--- src/rtl/padmux_pkg.sv ---
package padmux_pkg;
  localparam int CFG_W      = 32;
  localparam int FUNC_W     = 3;
  localparam int NUM_FUNCS  = 1 << FUNC_W;
  localparam int DRV_W      = 3;
  localparam int DRV_LSB    = 10;
  localparam int BIT_RISE   = 4;
  localparam int BIT_FALL   = 5;
  localparam int BIT_EDGOFF = 6;
  localparam int BIT_LPOEN  = 7;
  localparam int BIT_LPDAT  = 8;
  localparam int BIT_LPSEL  = 9;
  localparam int BIT_PD     = 13;
  localparam int BIT_PU     = 14;
  localparam int BIT_PSRC   = 15;
  localparam logic [CFG_W-1:0] CFG_RESET = 32'h0000_0840;
  localparam logic [CFG_W-1:0] CFG_WMASK = 32'h0000_FFF7;

  typedef struct packed {
    logic cfgWe;
    logic stsClr;
  } padStrobe_t;
endpackage

--- src/rtl/padmux_cell.sv ---
module padmux_cell
  import padmux_pkg::*;
(
  input  logic                 clk,
  input  logic                 rstN,
  input  padStrobe_t           strobe,
  input  logic [CFG_W-1:0]     wrData,
  input  logic [NUM_FUNCS-1:0] fnOut,
  input  logic [NUM_FUNCS-1:0] fnOe,
  input  logic [NUM_FUNCS-1:0] fnPullUp,
  input  logic [NUM_FUNCS-1:0] fnPullDn,
  input  logic                 padIn,
  input  logic                 lowPower,
  output logic [CFG_W-1:0]     cfg,
  output logic                 edgeSts,
  output logic                 padOut,
  output logic                 padOe,
  output logic                 padPullUp,
  output logic                 padPullDn,
  output logic [DRV_W-1:0]     padDrive
);
  logic [CFG_W-1:0]  cfgQ;
  logic [FUNC_W-1:0] fnSel;
  logic syncA, syncB, syncPrev;
  logic riseHit, fallHit, edgeHit, lpActive, stsQ;

  always_ff @(posedge clk or negedge rstN) begin
    if (!rstN)             cfgQ <= CFG_RESET;
    else if (strobe.cfgWe) cfgQ <= wrData & CFG_WMASK;
  end

  always_ff @(posedge clk or negedge rstN) begin
    if (!rstN) begin
      syncA    <= 1'b0;
      syncB    <= 1'b0;
      syncPrev <= 1'b0;
    end else begin
      syncA    <= padIn;
      syncB    <= syncA;
      syncPrev <= syncB;
    end
  end

  assign riseHit = syncB & ~syncPrev & cfgQ[BIT_RISE];
  assign fallHit = ~syncB & syncPrev & cfgQ[BIT_FALL];
  assign edgeHit = (riseHit | fallHit) & ~cfgQ[BIT_EDGOFF];

  always_ff @(posedge clk or negedge rstN) begin
    if (!rstN)              stsQ <= 1'b0;
    else if (edgeHit)       stsQ <= 1'b1;
    else if (strobe.stsClr) stsQ <= 1'b0;
  end

  assign fnSel    = cfgQ[FUNC_W-1:0];
  assign lpActive = lowPower & cfgQ[BIT_LPSEL];

  always_comb begin
    padOut    = lpActive ? cfgQ[BIT_LPDAT] : fnOut[fnSel];
    padOe     = lpActive ? ~cfgQ[BIT_LPOEN] : fnOe[fnSel];
    padPullUp = cfgQ[BIT_PSRC] ? cfgQ[BIT_PU] : fnPullUp[fnSel];
    padPullDn = cfgQ[BIT_PSRC] ? cfgQ[BIT_PD] : fnPullDn[fnSel];
  end

  assign padDrive = cfgQ[DRV_LSB +: DRV_W];
  assign cfg      = cfgQ;
  assign edgeSts  = stsQ;
endmodule

--- src/rtl/padmux_datapath.sv ---
module padmux_datapath
  import padmux_pkg::*;
#(
  parameter int NUM_PADS = 4
) (
  input  logic                          clk,
  input  logic                          rstN,
  input  padStrobe_t [NUM_PADS-1:0]     strobe,
  input  logic [CFG_W-1:0]              wrData,
  input  logic [NUM_PADS*NUM_FUNCS-1:0] periphOut,
  input  logic [NUM_PADS*NUM_FUNCS-1:0] periphOe,
  input  logic [NUM_PADS*NUM_FUNCS-1:0] periphPullUp,
  input  logic [NUM_PADS*NUM_FUNCS-1:0] periphPullDn,
  input  logic [NUM_PADS-1:0]           padIn,
  input  logic                          lowPower,
  output logic [NUM_PADS*CFG_W-1:0]     cfgAll,
  output logic [NUM_PADS-1:0]           stsAll,
  output logic [NUM_PADS-1:0]           padOut,
  output logic [NUM_PADS-1:0]           padOe,
  output logic [NUM_PADS-1:0]           padPullUp,
  output logic [NUM_PADS-1:0]           padPullDn,
  output logic [NUM_PADS*DRV_W-1:0]     padDrive,
  output logic                          wake
);
  for (genvar i = 0; i < NUM_PADS; i++) begin : g_pad
    padmux_cell u_cell (
      .clk      (clk),
      .rstN     (rstN),
      .strobe   (strobe[i]),
      .wrData   (wrData),
      .fnOut    (periphOut[i*NUM_FUNCS +: NUM_FUNCS]),
      .fnOe     (periphOe[i*NUM_FUNCS +: NUM_FUNCS]),
      .fnPullUp (periphPullUp[i*NUM_FUNCS +: NUM_FUNCS]),
      .fnPullDn (periphPullDn[i*NUM_FUNCS +: NUM_FUNCS]),
      .padIn    (padIn[i]),
      .lowPower (lowPower),
      .cfg      (cfgAll[i*CFG_W +: CFG_W]),
      .edgeSts  (stsAll[i]),
      .padOut   (padOut[i]),
      .padOe    (padOe[i]),
      .padPullUp(padPullUp[i]),
      .padPullDn(padPullDn[i]),
      .padDrive (padDrive[i*DRV_W +: DRV_W])
    );
  end

  assign wake = lowPower & (|stsAll);
endmodule

--- src/rtl/padmux_ctrl.sv ---
module padmux_ctrl
  import padmux_pkg::*;
#(
  parameter int NUM_PADS = 4,
  parameter int IDX_W    = 2,
  parameter int ADDR_W   = 3
) (
  input  logic                      regWe,
  input  logic [ADDR_W-1:0]         regAddr,
  input  logic                      wrBit0,
  input  logic [NUM_PADS*CFG_W-1:0] cfgAll,
  input  logic [NUM_PADS-1:0]       stsAll,
  output padStrobe_t [NUM_PADS-1:0] strobe,
  output logic [CFG_W-1:0]          regRdata
);
  logic [IDX_W-1:0] padIdx;
  logic             stsSel;

  assign padIdx = regAddr[ADDR_W-1:1];
  assign stsSel = regAddr[0];

  for (genvar i = 0; i < NUM_PADS; i++) begin : g_dec
    logic hit;
    assign hit              = regWe && (padIdx == IDX_W'(i));
    assign strobe[i].cfgWe  = hit && !stsSel;
    assign strobe[i].stsClr = hit && stsSel && wrBit0;
  end

  always_comb begin
    regRdata = '0;
    for (int i = 0; i < NUM_PADS; i++) begin
      if (padIdx == IDX_W'(i))
        regRdata = stsSel ? {{(CFG_W-1){1'b0}}, stsAll[i]} : cfgAll[i*CFG_W +: CFG_W];
    end
  end
endmodule

--- src/rtl/padmux_bank.sv ---
module padmux_bank
  import padmux_pkg::*;
#(
  parameter int NUM_PADS = 4,
  localparam int IDX_W   = (NUM_PADS > 1) ? $clog2(NUM_PADS) : 1,
  localparam int ADDR_W  = IDX_W + 1
) (
  input  logic                          clk,
  input  logic                          rstN,
  input  logic                          regWe,
  input  logic [ADDR_W-1:0]             regAddr,
  input  logic [31:0]                   regWdata,
  output logic [31:0]                   regRdata,
  input  logic [NUM_PADS*8-1:0]         periphOut,
  input  logic [NUM_PADS*8-1:0]         periphOe,
  input  logic [NUM_PADS*8-1:0]         periphPullUp,
  input  logic [NUM_PADS*8-1:0]         periphPullDn,
  input  logic [NUM_PADS-1:0]           padIn,
  input  logic                          lowPower,
  output logic [NUM_PADS-1:0]           padOut,
  output logic [NUM_PADS-1:0]           padOe,
  output logic [NUM_PADS-1:0]           padPullUp,
  output logic [NUM_PADS-1:0]           padPullDn,
  output logic [NUM_PADS*3-1:0]         padDrive,
  output logic                          wake
);
  padStrobe_t [NUM_PADS-1:0]   strobe;
  logic [NUM_PADS*CFG_W-1:0]   cfgAll;
  logic [NUM_PADS-1:0]         stsAll;
  logic [NUM_PADS-1:0]         clrStb;

  for (genvar i = 0; i < NUM_PADS; i++) begin : g_clr
    assign clrStb[i] = strobe[i].stsClr;
  end

  padmux_ctrl #(.NUM_PADS(NUM_PADS), .IDX_W(IDX_W), .ADDR_W(ADDR_W)) u_ctrl (
    .regWe   (regWe),
    .regAddr (regAddr),
    .wrBit0  (regWdata[0]),
    .cfgAll  (cfgAll),
    .stsAll  (stsAll),
    .strobe  (strobe),
    .regRdata(regRdata)
  );

  padmux_datapath #(.NUM_PADS(NUM_PADS)) u_dp (
    .clk         (clk),
    .rstN        (rstN),
    .strobe      (strobe),
    .wrData      (regWdata),
    .periphOut   (periphOut),
    .periphOe    (periphOe),
    .periphPullUp(periphPullUp),
    .periphPullDn(periphPullDn),
    .padIn       (padIn),
    .lowPower    (lowPower),
    .cfgAll      (cfgAll),
    .stsAll      (stsAll),
    .padOut      (padOut),
    .padOe       (padOe),
    .padPullUp   (padPullUp),
    .padPullDn   (padPullDn),
    .padDrive    (padDrive),
    .wake        (wake)
  );
endmodule

--- config.mk ---
export PLATFORM = sky130hd
export DESIGN_NAME = padmux_bank
export DESIGN_NICKNAME = d
export VERILOG_FILES = /design/src/rtl/padmux_pkg.sv /design/src/rtl/padmux_cell.sv /design/src/rtl/padmux_datapath.sv /design/src/rtl/padmux_ctrl.sv /design/src/rtl/padmux_bank.sv
export SDC_FILE = /design/constraint.sdc
export NUM_CORES = 1
export LEC_CHECK = 0
export BUFFER_PORTS_ARGS = -buffer_cell sky130_fd_sc_hd__buf_2
export CORE_MARGIN = 2
export CORE_UTILIZATION = 49
export CTS_BUF_LIST = sky130_fd_sc_hd__clkbuf_4
export CTS_CLUSTER_SIZE = 40
export DETAILED_ROUTE_END_ITERATION = 16
export GPL_ROUTABILITY_DRIVEN = 0
export PLACE_DENSITY_LB_ADDON = 0.15
export SLEW_MARGIN = 0
export SYNTH_ARGS = -nofsm -noshare
export SYNTH_HDL_FRONTEND = slang
export SYNTH_SLANG_ARGS = --single-unit
--- constraint.sdc ---
create_clock -name clk -period 2.04 [get_ports clk]
set_input_delay 0.408 -clock clk [delete_from_list [all_inputs] [get_ports clk]]
set_output_delay 0.408 -clock clk [all_outputs]
set_load 0.05 [all_outputs]
-- Yosys cells after proc, flatten, opt, wreduce, memory -nomap -nowiden
Index checks and enable logic that the tools add are counted.
- flip-flop bits (word level): 76
- input port bits: 171
- output and inout bits: 61
- word-level logic and storage cells: 159
- order comparisons: 4
- equality and inequality tests: 3
- muxes and demuxes: 64
- bitwise logic cells: 45
- reduce and logical (&&, ||, !) cells: 23
- operators by type and width (cell ; count):
    $mux 32 ; 4
    $mux 16 ; 4
    $bmux 1 s3 ; 16
    $mux 1 ; 40
    $and 1x1->1 ; 25
    $logic_and 1x1->1 ; 16
    $lt 3x4->1 const B ; 4
    $not 1->1 ; 16
    $reduce_bool 2->1 ; 4
    $eq 2x2->1 const B ; 2
    $or 1x1->1 ; 4
    $reduce_or 4->1 ; 1
    $eq 2x1->1 const B ; 1
    $logic_not 2->1 ; 1
    $logic_not 1->1 ; 1

-- Depth between registers and ports, before layout
Gate-level depths: netlist (run 1).
- depth after elaboration: 6
- depth in mapped cells: 6
- depth with buffers taken out: 3

-- Hierarchy
A second synthesis (run 1) with hierarchy kept.
- cells, all modules: 459
- area, all modules: 5753.0 sq um
- modules (own cells, without submodules) (module ; times used ; cells each ; area each (sq um) ; sequential area each (sq um)):
    padmux_cell ; 4 ; 92 ; 1162.4 ; 478.0
    padmux_ctrl ; 1 ; 90 ; 1092.3 ; 0.0
    padmux_datapath ; 1 ; 1 ; 11.3 ; 0.0

-- Worst setup path before layout (run 1)
Ideal clock, no wire load.
- kind: in2out
- start point: input regAddr[1]
- end point: output regRdata[10]
- data arrival time: 1763 ps
- required time: 1632 ps
- setup slack: -131 ps
- stages: 4
- buffers on the path: 2
- path through: buf_6 -> buf_4 -> mux4_2 -> nor2b_1
- word-level cells in the longest chain between the ends: 5
- elaborated cells on any way between the ends: 8
- those cells by class: eq/ne (3); mux (4); reduce/logical (1)
- RTL lines (element ; line ; RTL):
    from (decl) ; padmux_bank.sv:11 ; input logic [ADDR_W-1:0] regAddr,
    $logic_not 2->1 ; padmux_ctrl.sv:32 ; if (padIdx == IDX_W'(i))
    $mux 32 (3 in series) ; padmux_ctrl.sv:32 ;
    $mux 32 (*) ; padmux_ctrl.sv:32 ;
    to (decl) ; padmux_bank.sv:13 ; output logic [31:0] regRdata,
Mark *: on every way between the ends. The rest lies on a longest branch, timed or not.

-- Worst setup path in the final report (run 1)
- start point: register u_dp.g_pad[1].u_cell.cfgQ[0]
- end point: output padOe[1]
- word-level cells in the longest chain between the ends: 3
- RTL lines (element ; line ; RTL):
    from (decl) ; padmux_cell.sv:22 ; logic [CFG_W-1:0] cfgQ;
    from (signal assigned) ; padmux_cell.sv:29 ; else if (strobe.cfgWe) cfgQ <= wrData & CFG_WMASK;
    $bmux 1 s3 ; padmux_cell.sv:59 ; padOe = lpActive ? ~cfgQ[BIT_LPOEN] : fnOe[fnSel];
    $mux 1 (not written as such) ; padmux_cell.sv:59 ;
    $mux 1 ; padmux_cell.sv:59 ;
    to (decl) ; padmux_bank.sv:21 ; output logic [NUM_PADS-1:0] padOe,
Every way passes these cells. The select of a mux whose other input is x is not followed.

==> flow_metrics.py, run 1 <==
metrics = {
    "cts": {
        "cts_max_level": 3,
        "clk_latency_ns": 0.41,
        "cts_inserted_buffers": 9,
        "cts_tree": "yes",
        "cts_sinks": 76,
        "clk_transition_reported_paths_ns": 0.12,
        "cts_buffer_depth": 2,
        "clockRootBuffer": "clkbuf_4",
    },
    "setup_path": {
        "rrSetupSlack_ns": 0.98,
        "crit_family": "multiplexers",
        "worstPathCellList": "buf_12 -> mux2i_1 -> mux4_2 -> mux2i_1 -> buf_4",
        "start_kind": "flop",
        "cp_num_buf_inv": 2,
        "crit_path_top_delay_cell": "mux4_2",
        "slowest_delay_ns": 0.52,
        "required_ns": 1.63,
        "path_class": "flop to output pin",
        "crit_fanout": 12,
        "endpoint_kind": "output pin",
        "cpMostUsedCell": "mux2i_1",
        "crit_arrival_ns": 2.05,
    },
    "logic_synthesis": {
        "synth_warnings": 0,
        "yosysSeqAreaShare": 0.381,
        "ys_types": 29,
        "syn_area_per_cell_um2": 13.4,
        "syn-cell-area_um2": 5010,
        "ys_ff_latch": 76,
        "synth_edf_count": 0,
        "synth_area_leaders": "dfrtp_1, mux2i_1, mux4_2",
        "synth_cells": 375,
        "synth.top_cell.area_share": 0.339,
        "yosysTopAreaCell": "dfrtp_1",
        "synth_ff_type": "dfrtp_1",
        "ys_async_sr_fraction": 1.00,
    },
    "sta": {
        "min_period_over_period": 1.21,
        "slew_viol_final": 0,
        "setup_viol_count_final": 20,
        "max_clock_freq_mhz": 407,
        "hold_violations": 0,
        "min_period_ns": 2.46,
        "setup_slack_ns": -0.418,
        "fin_skew_ns": 0.0102,
        "grt_setup_unrepaired": "true",
    },
    "place": {
        "place_area_um2": 6050,
        "port_buffers": 197,
        "dp_hpwl_um": 9500,
        "dp.cells": 687,
    },
    "route": {
        "routed_wirelength_um": 12400,
        "vias": 3808,
        "detail_route.iter0.violations": 143,
        "wl_per_cell_um": 16.6,
        "via_per_inst": 5.12,
        "drt_first_pass_iters": 4,
        "final_antenna_net_count": 0,
        "drc_errors": 0,
    },
    "global_routing": {
        "grt_pass1_wl_um": 20400,
        "grt_pass1_vias": 4067,
        "grtUsageTotal": 0.234,
        "antenna_found_initial": 0,
        "grt_overflow_total": 0,
        "grt_max_degree": 44,
    },
    "layout": {
        "n_antenna_cell": 0,
        "final_area_um2": 6840,
        "fin_cells": 744,
        "multi_input_area_um2": 2750,
        "area_growth_pct": 36.4,
        "seqCellArea_um2": 1920,
        "fin_nets": 777,
        "layout-drive-gt1-share": 0.689,
        "fillers": 727,
    },
    "floorplan": {
        "die_h_um": 105,
        "initial_utilization": 0.508,
        "core.rowCount": 36,
        "die_w_um": 105,
        "io_pins": 232,
        "core_um2": 9860,
        "die-area_um2": 11100,
    },
    "run_status": {
        "violations": "setup timing",
        "status": "finished, violations left",
    },
    "run": {
        "drv_cap": 0,
    },
    "power_and_ir_drop": {
        "powerDensity_nw_per_um2": 948,
        "p_leak_nw": 3.31,
        "ir_worst_vdd_mv": 0.477,
    },
    "worst_hold_path": {
        "hold_class": "input pin to flop",
    },
}
[placed cells by master, fill, tap and decap left out, types with 9 or more instances in the layout]
cell type	count
mux2_4	11
mux2i_1	68
nor2b_4	11
conb_1	17
mux2_2	50
buf_6	28
buf_12	9
buf_2	164
nand2_1	17
o21ai_2	12
mux4_2	31
dfrtp_1	58
dfrtp_2	10
clkbuf_4	10
buf_4	63
[final timing paths]
path	start	endpoint	cells past startpoint
worst max-delay path	u_dp.g_pad[1].u_cell.cfg[0]	padOe[1]	5
worst min-delay path	padIn[0]	u_dp.g_pad[0].u_cell.syncA	1
worst max register to register	u_dp.g_pad[1].u_cell.cfg[5]	u_dp.g_pad[1].u_cell.edgeSts	5
worst min register to register	u_dp.g_pad[1].u_cell.syncA	u_dp.g_pad[1].u_cell.syncB	0
max in group asynchronous	rstN	u_dp.g_pad[2].u_cell.cfg[6]	3
min in group asynchronous	rstN	u_dp.g_pad[0].u_cell.syncA	2
[logic make-up (layout without fill, tap and decap cells)]
kind of cell           count (synthesis)  count (layout)  share of synthesized area
AOI/OAI and AO/OA                     25              25                     0.0287
buffers and inverters                 65             285                      0.106
DFF                                   76              76                      0.381
muxes                                161             161                      0.428
other                                  1              17                   0.000748
and+or+nand+nor                       47              47                     0.0554
[per-layer routing]
| layer | track usage | part of all wire |
|---|---|---|
| met5 | 0 | 0 |
| met2 | 0.409 | 0.51 |
| met3 | 0.0518 | 0.050 |
| met4 | 0.0400 | 0.0095 |
| met1 | 0.302 | 0.43 |
[synthesized netlist by cell type, drive strengths merged, types with 2 or more instances]
cell type,number
dfrtp,68
mux2i,68
buf,62
mux2,61
mux4,32
o21ai,19
nand2,17
nor2b,12
dfstp,8
and2,4
nand3b,4
o21a,4
clkbuf,3
and2b,2
nor2,2
or2b,2
[area by class of cell]
class / count / share of cell area
sequential: 76 / 0.281
timing repair buffer: 269 / 0.272
clock inverter: 6 / 0.00951
clock buffer: 10 / 0.0110
multi-input combinational: 250 / 0.402
tap: 133 / 0.0243
[metrics by stage]
step / utilization / total power [mW] / setup WS, ns / hold WS [ns] / setup TNS, ns
after floorplan: - / 4.46 / 0.0657 / 0.112 / 0
after global placement: 0.614 / 4.88 / -0.0532 / 0.333 / -0.535
after detailed placement: 0.614 / 4.94 / -0.0767 / 0.335 / -0.646
after CTS: 0.683 / 6.42 / -0.454 / 0.0676 / -6.75
after global routing: 0.693 / 6.79 / -0.525 / 0.0539 / -8.25
final: 0.693 / 6.48 / -0.418 / 0.0911 / -6.25
[flip-flops by register name, summed over array words and instances (netlist names)]
register                    count
u_dp.g_pad.u_cell.cfg          60
u_dp.g_pad.u_cell.edgeSts       4
u_dp.g_pad.u_cell.syncB         4
u_dp.g_pad.u_cell.syncPrev      4
u_dp.g_pad.u_cell.syncA         4
[power breakdown]
| group | total, mW | switching (mW) | leakage (nW) | internal (mW) |
|---|---|---|---|---|
| combinational | 3.48 | 1.78 | 2.36 | 1.70 |
| clock | 0.917 | 0.532 | 0.0663 | 0.385 |
| sequential | 2.09 | 0.254 | 0.877 | 1.83 |
[timing repair]
action / CTS / global route
resized for setup: 93 / 17
hold buffers: 1 / 0
buffers inserted: 34 / 6
pin swaps: 0 / 1
endpoints found under the hold margin: 27 / 0
endpoints found under the setup margin: 31 / 31
(Power assumes the default switching activity.)
==> run 2, diff against run 1 <==
--- a/config.mk
+++ b/config.mk
@@ -7,13 +7,15 @@
 export LEC_CHECK = 0
 export BUFFER_PORTS_ARGS = -buffer_cell sky130_fd_sc_hd__buf_2
 export CORE_MARGIN = 2
-export CORE_UTILIZATION = 49
+export CORE_UTILIZATION = 51
 export CTS_BUF_LIST = sky130_fd_sc_hd__clkbuf_4
 export CTS_CLUSTER_SIZE = 40
 export DETAILED_ROUTE_END_ITERATION = 16
 export GPL_ROUTABILITY_DRIVEN = 0
 export PLACE_DENSITY_LB_ADDON = 0.15
+export SETUP_SLACK_MARGIN = 0.4
 export SLEW_MARGIN = 0
 export SYNTH_ARGS = -nofsm -noshare
 export SYNTH_HDL_FRONTEND = slang
+export SYNTH_HIERARCHICAL = 1
 export SYNTH_SLANG_ARGS = --single-unit
==> flow_metrics.py, run 2 <==
metrics = {
    "global_routing": {
        "grtUsageTotal": 0.238,
        "grt_max_degree": 35,
        "grt_pass1_vias": 4405,
        "antenna_found_initial": 1,
        "grt_overflow_total": 0,
        "grt_pass1_wl_um": 21600,
    },
    "cts": {
        "cts_max_level": 3,
        "cts_sinks": 76,
        "cts_buffer_depth": 2,
        "cts_tree": "yes",
        "clk_transition_reported_paths_ns": 0.14,
        "clockRootBuffer": "clkbuf_4",
        "cts_inserted_buffers": 9,
        "clk_latency_ns": 0.43,
    },
    "logic_synthesis": {
        "synth.top_cell.area_share": 0.296,
        "syn_area_per_cell_um2": 12.5,
        "syn-cell-area_um2": 5750,
        "ys_async_sr_fraction": 1.00,
        "synth_edf_count": 0,
        "synth_ff_type": "dfrtp_1",
        "synth_cells": 459,
        "synth_warnings": 6,
        "yosysTopAreaCell": "dfrtp_1",
        "ys_ff_latch": 76,
        "synth_area_leaders": "dfrtp_1, mux4_2, mux2_2",
        "synth_commonest_cells": "buf_4, dfrtp_1, mux2i_1",
        "synth.most_common_cell": "buf_4",
        "ys_types": 24,
        "yosysSeqAreaShare": 0.332,
    },
    "route": {
        "dr_wl_met3_um": 888,
        "vias": 4286,
        "via_per_inst": 5.10,
        "wl_met1_um": 5700,
        "topRoutingLayerUsed": "met4",
        "drt_first_pass_iters": 5,
        "detail_route.iter0.violations": 180,
        "final_antenna_net_count": 0,
        "routed_wirelength_um": 14500,
        "wl_met2_um": 7730,
        "wl_per_cell_um": 17.3,
        "drc_errors": 0,
    },
    "place": {
        "port_buffers": 197,
        "dp_hpwl_um": 11000,
        "place_area_um2": 7010,
    },
    "sta": {
        "slew_viol_final": 0,
        "min_period_over_period": 1.20,
        "relSlewSlack": 0.362,
        "fin_setup_tns_ns": -6.29,
        "hold_violations": 0,
        "fin_skew_ns": 0.00952,
        "min_period_ns": 2.46,
        "worst_pin_slew_ns": 0.956,
        "setup_slack_ns": -0.418,
        "grt_setup_unrepaired": "true",
        "setup_viol_count_final": 22,
        "max_clock_freq_mhz": 407,
    },
    "setup_path": {
        "crit_fanout": 17,
        "path_class": "flop to output pin",
        "required_ns": 1.63,
        "start_kind": "flop",
        "crit_arrival_ns": 2.05,
        "crit_path_top_delay_cell": "mux4_2",
        "slowest_delay_ns": 0.54,
        "worstPathCellList": "buf_12 -> mux2i_1 -> mux4_2 -> o21ai_4 -> buf_6",
        "endpoint_kind": "output pin",
    },
    "worst_hold_path": {
        "hold_class": "input pin to flop",
    },
    "layout": {
        "final_area_um2": 7810,
        "layout-drive-gt1-share": 0.635,
        "finalCoreUtilization": 0.714,
        "layout_common_cells": "buf_2, conb_1, mux2i_1, dfrtp_1, buf_4",
        "fillers": 787,
        "fin_nets": 865,
        "final_common_cell": "buf_2",
        "area_growth_pct": 35.7,
        "largest_reg_flops": 60,
    },
    "floorplan": {
        "core.rowCount": 38,
        "die-area_um2": 12100,
        "initial_utilization": 0.526,
        "io_pins": 232,
        "core_um2": 10900,
        "die_h_um": 110,
        "die_w_um": 110,
    },
    "run_status": {
        "violations": "setup timing",
        "status": "finished, violations left",
    },
    "power_and_ir_drop": {
        "powerDensity_nw_per_um2": 890,
        "ir_worst_vdd_mv": 0.570,
        "p_leak_nw": 3.69,
    },
    "run": {
        "drv_cap": 0,
    },
}
==> run 2: cell types whose count changed in the layout (fill, tap and decap cells not counted), sizes merged, moves of 3 or more <==
cell	before	now
conb	17	68
inv	0	8
mux4	32	49
nor2b	12	31
nor3	1	4
o21ai	19	12
o22ai	0	4
==> run 2: power breakdown <==
| part | switching, mW | leakage [nW] | internal, mW |
|---|---|---|---|
| combinational | 2.01 | 2.74 | 1.99 |
| sequential | 0.256 | 0.880 | 1.83 |
| clock | 0.588 | 0.0692 | 0.271 |
==> run 2: routing by layer <==
metal | track usage | vias to the layer above
li1 | - | 1999
met3 | 0.0506 | 16
met4 | 0.0616 | 0
met1 | 0.288 | 2107
met5 | 0 | -
met2 | 0.429 | 164
==> run 2: layout make-up <==
class	instances	area (um^2)	share of cell area
multi-input cells	335	3610	0.462
inverters	4	15.0	0.00192
diodes	1	2.50	0.000320
repair buffers	268	1960	0.251
flip-flops and latches	76	1920	0.246
clock inverters	7	58.8	0.00753
clock buffers	9	67.6	0.00865
well taps	140	175	0.0224
==> run 2: worst paths after layout <==
kind / from / endpoint / slack, ns / depth (start not counted)
setup / recovery: u_dp/g_pad[2].u_cell/cfg[0] / padPullUp[2] / -0.42 / 5
hold / removal: padIn[3] / u_dp/g_pad[3].u_cell/syncA / 0.07 / 1
setup reg to reg: u_dp/g_pad[3].u_cell/cfg[15] / u_dp/g_pad[3].u_cell/cfg[15] / 0.86 / 4
hold reg to reg: u_dp/g_pad[3].u_cell/syncA / u_dp/g_pad[3].u_cell/syncB / 0.37 / 0
max in group asynchronous: rstN / u_dp/g_pad[0].u_cell/cfg[6] / 1.01 / 3
min in group asynchronous: rstN / u_dp/g_pad[2].u_cell/cfg[14] / 0.44 / 2
==> run 2: kinds of logic after synthesis <==
| kind of cell | count (synthesis) | synth area share |
|---|---|---|
| compound gates | 21 | 0.0220 |
| buf+inv | 112 | 0.149 |
| flops | 76 | 0.332 |
| mux | 178 | 0.430 |
| other cells | 4 | 0.00261 |
| simple gates | 68 | 0.0642 |
==> run 2: repair_timing <==
action / in CTS / in global routing
setup buffers: 38 / 8
resized for setup: 84 / 12
pin swaps: 1 / 0
endpoints found under the setup margin: 36 / 37
endpoints found under the hold margin: 25 / 0
hold buffers: 1 / 0
==> run 2: through the flow <==
| stage | hold WS (ns) | worst slack (ns) | power, mW | cells |
|---|---|---|---|---|
| 2_1_floorplan | 0.112 | 0.0145 | 4.87 | 523 |
| 3_3_place_gp | 0.333 | -0.00698 | 5.33 | 776 |
| 3_5_place_dp | 0.336 | -0.0282 | 5.42 | 776 |
| 4_1_cts | 0.0513 | -0.430 | 6.86 | 831 |
| 5_1_grt | 0.0326 | -0.497 | 7.26 | 839 |
| 6_report | 0.0678 | -0.418 | 6.95 | 840 |
==> run 2: critical path: cells and delay by family, from the launching register on <==
family	cells	cell delay, ns
buf+inv	2	0.34
mux	2	0.68
flops	1	0.44
compound gates	1	0.15
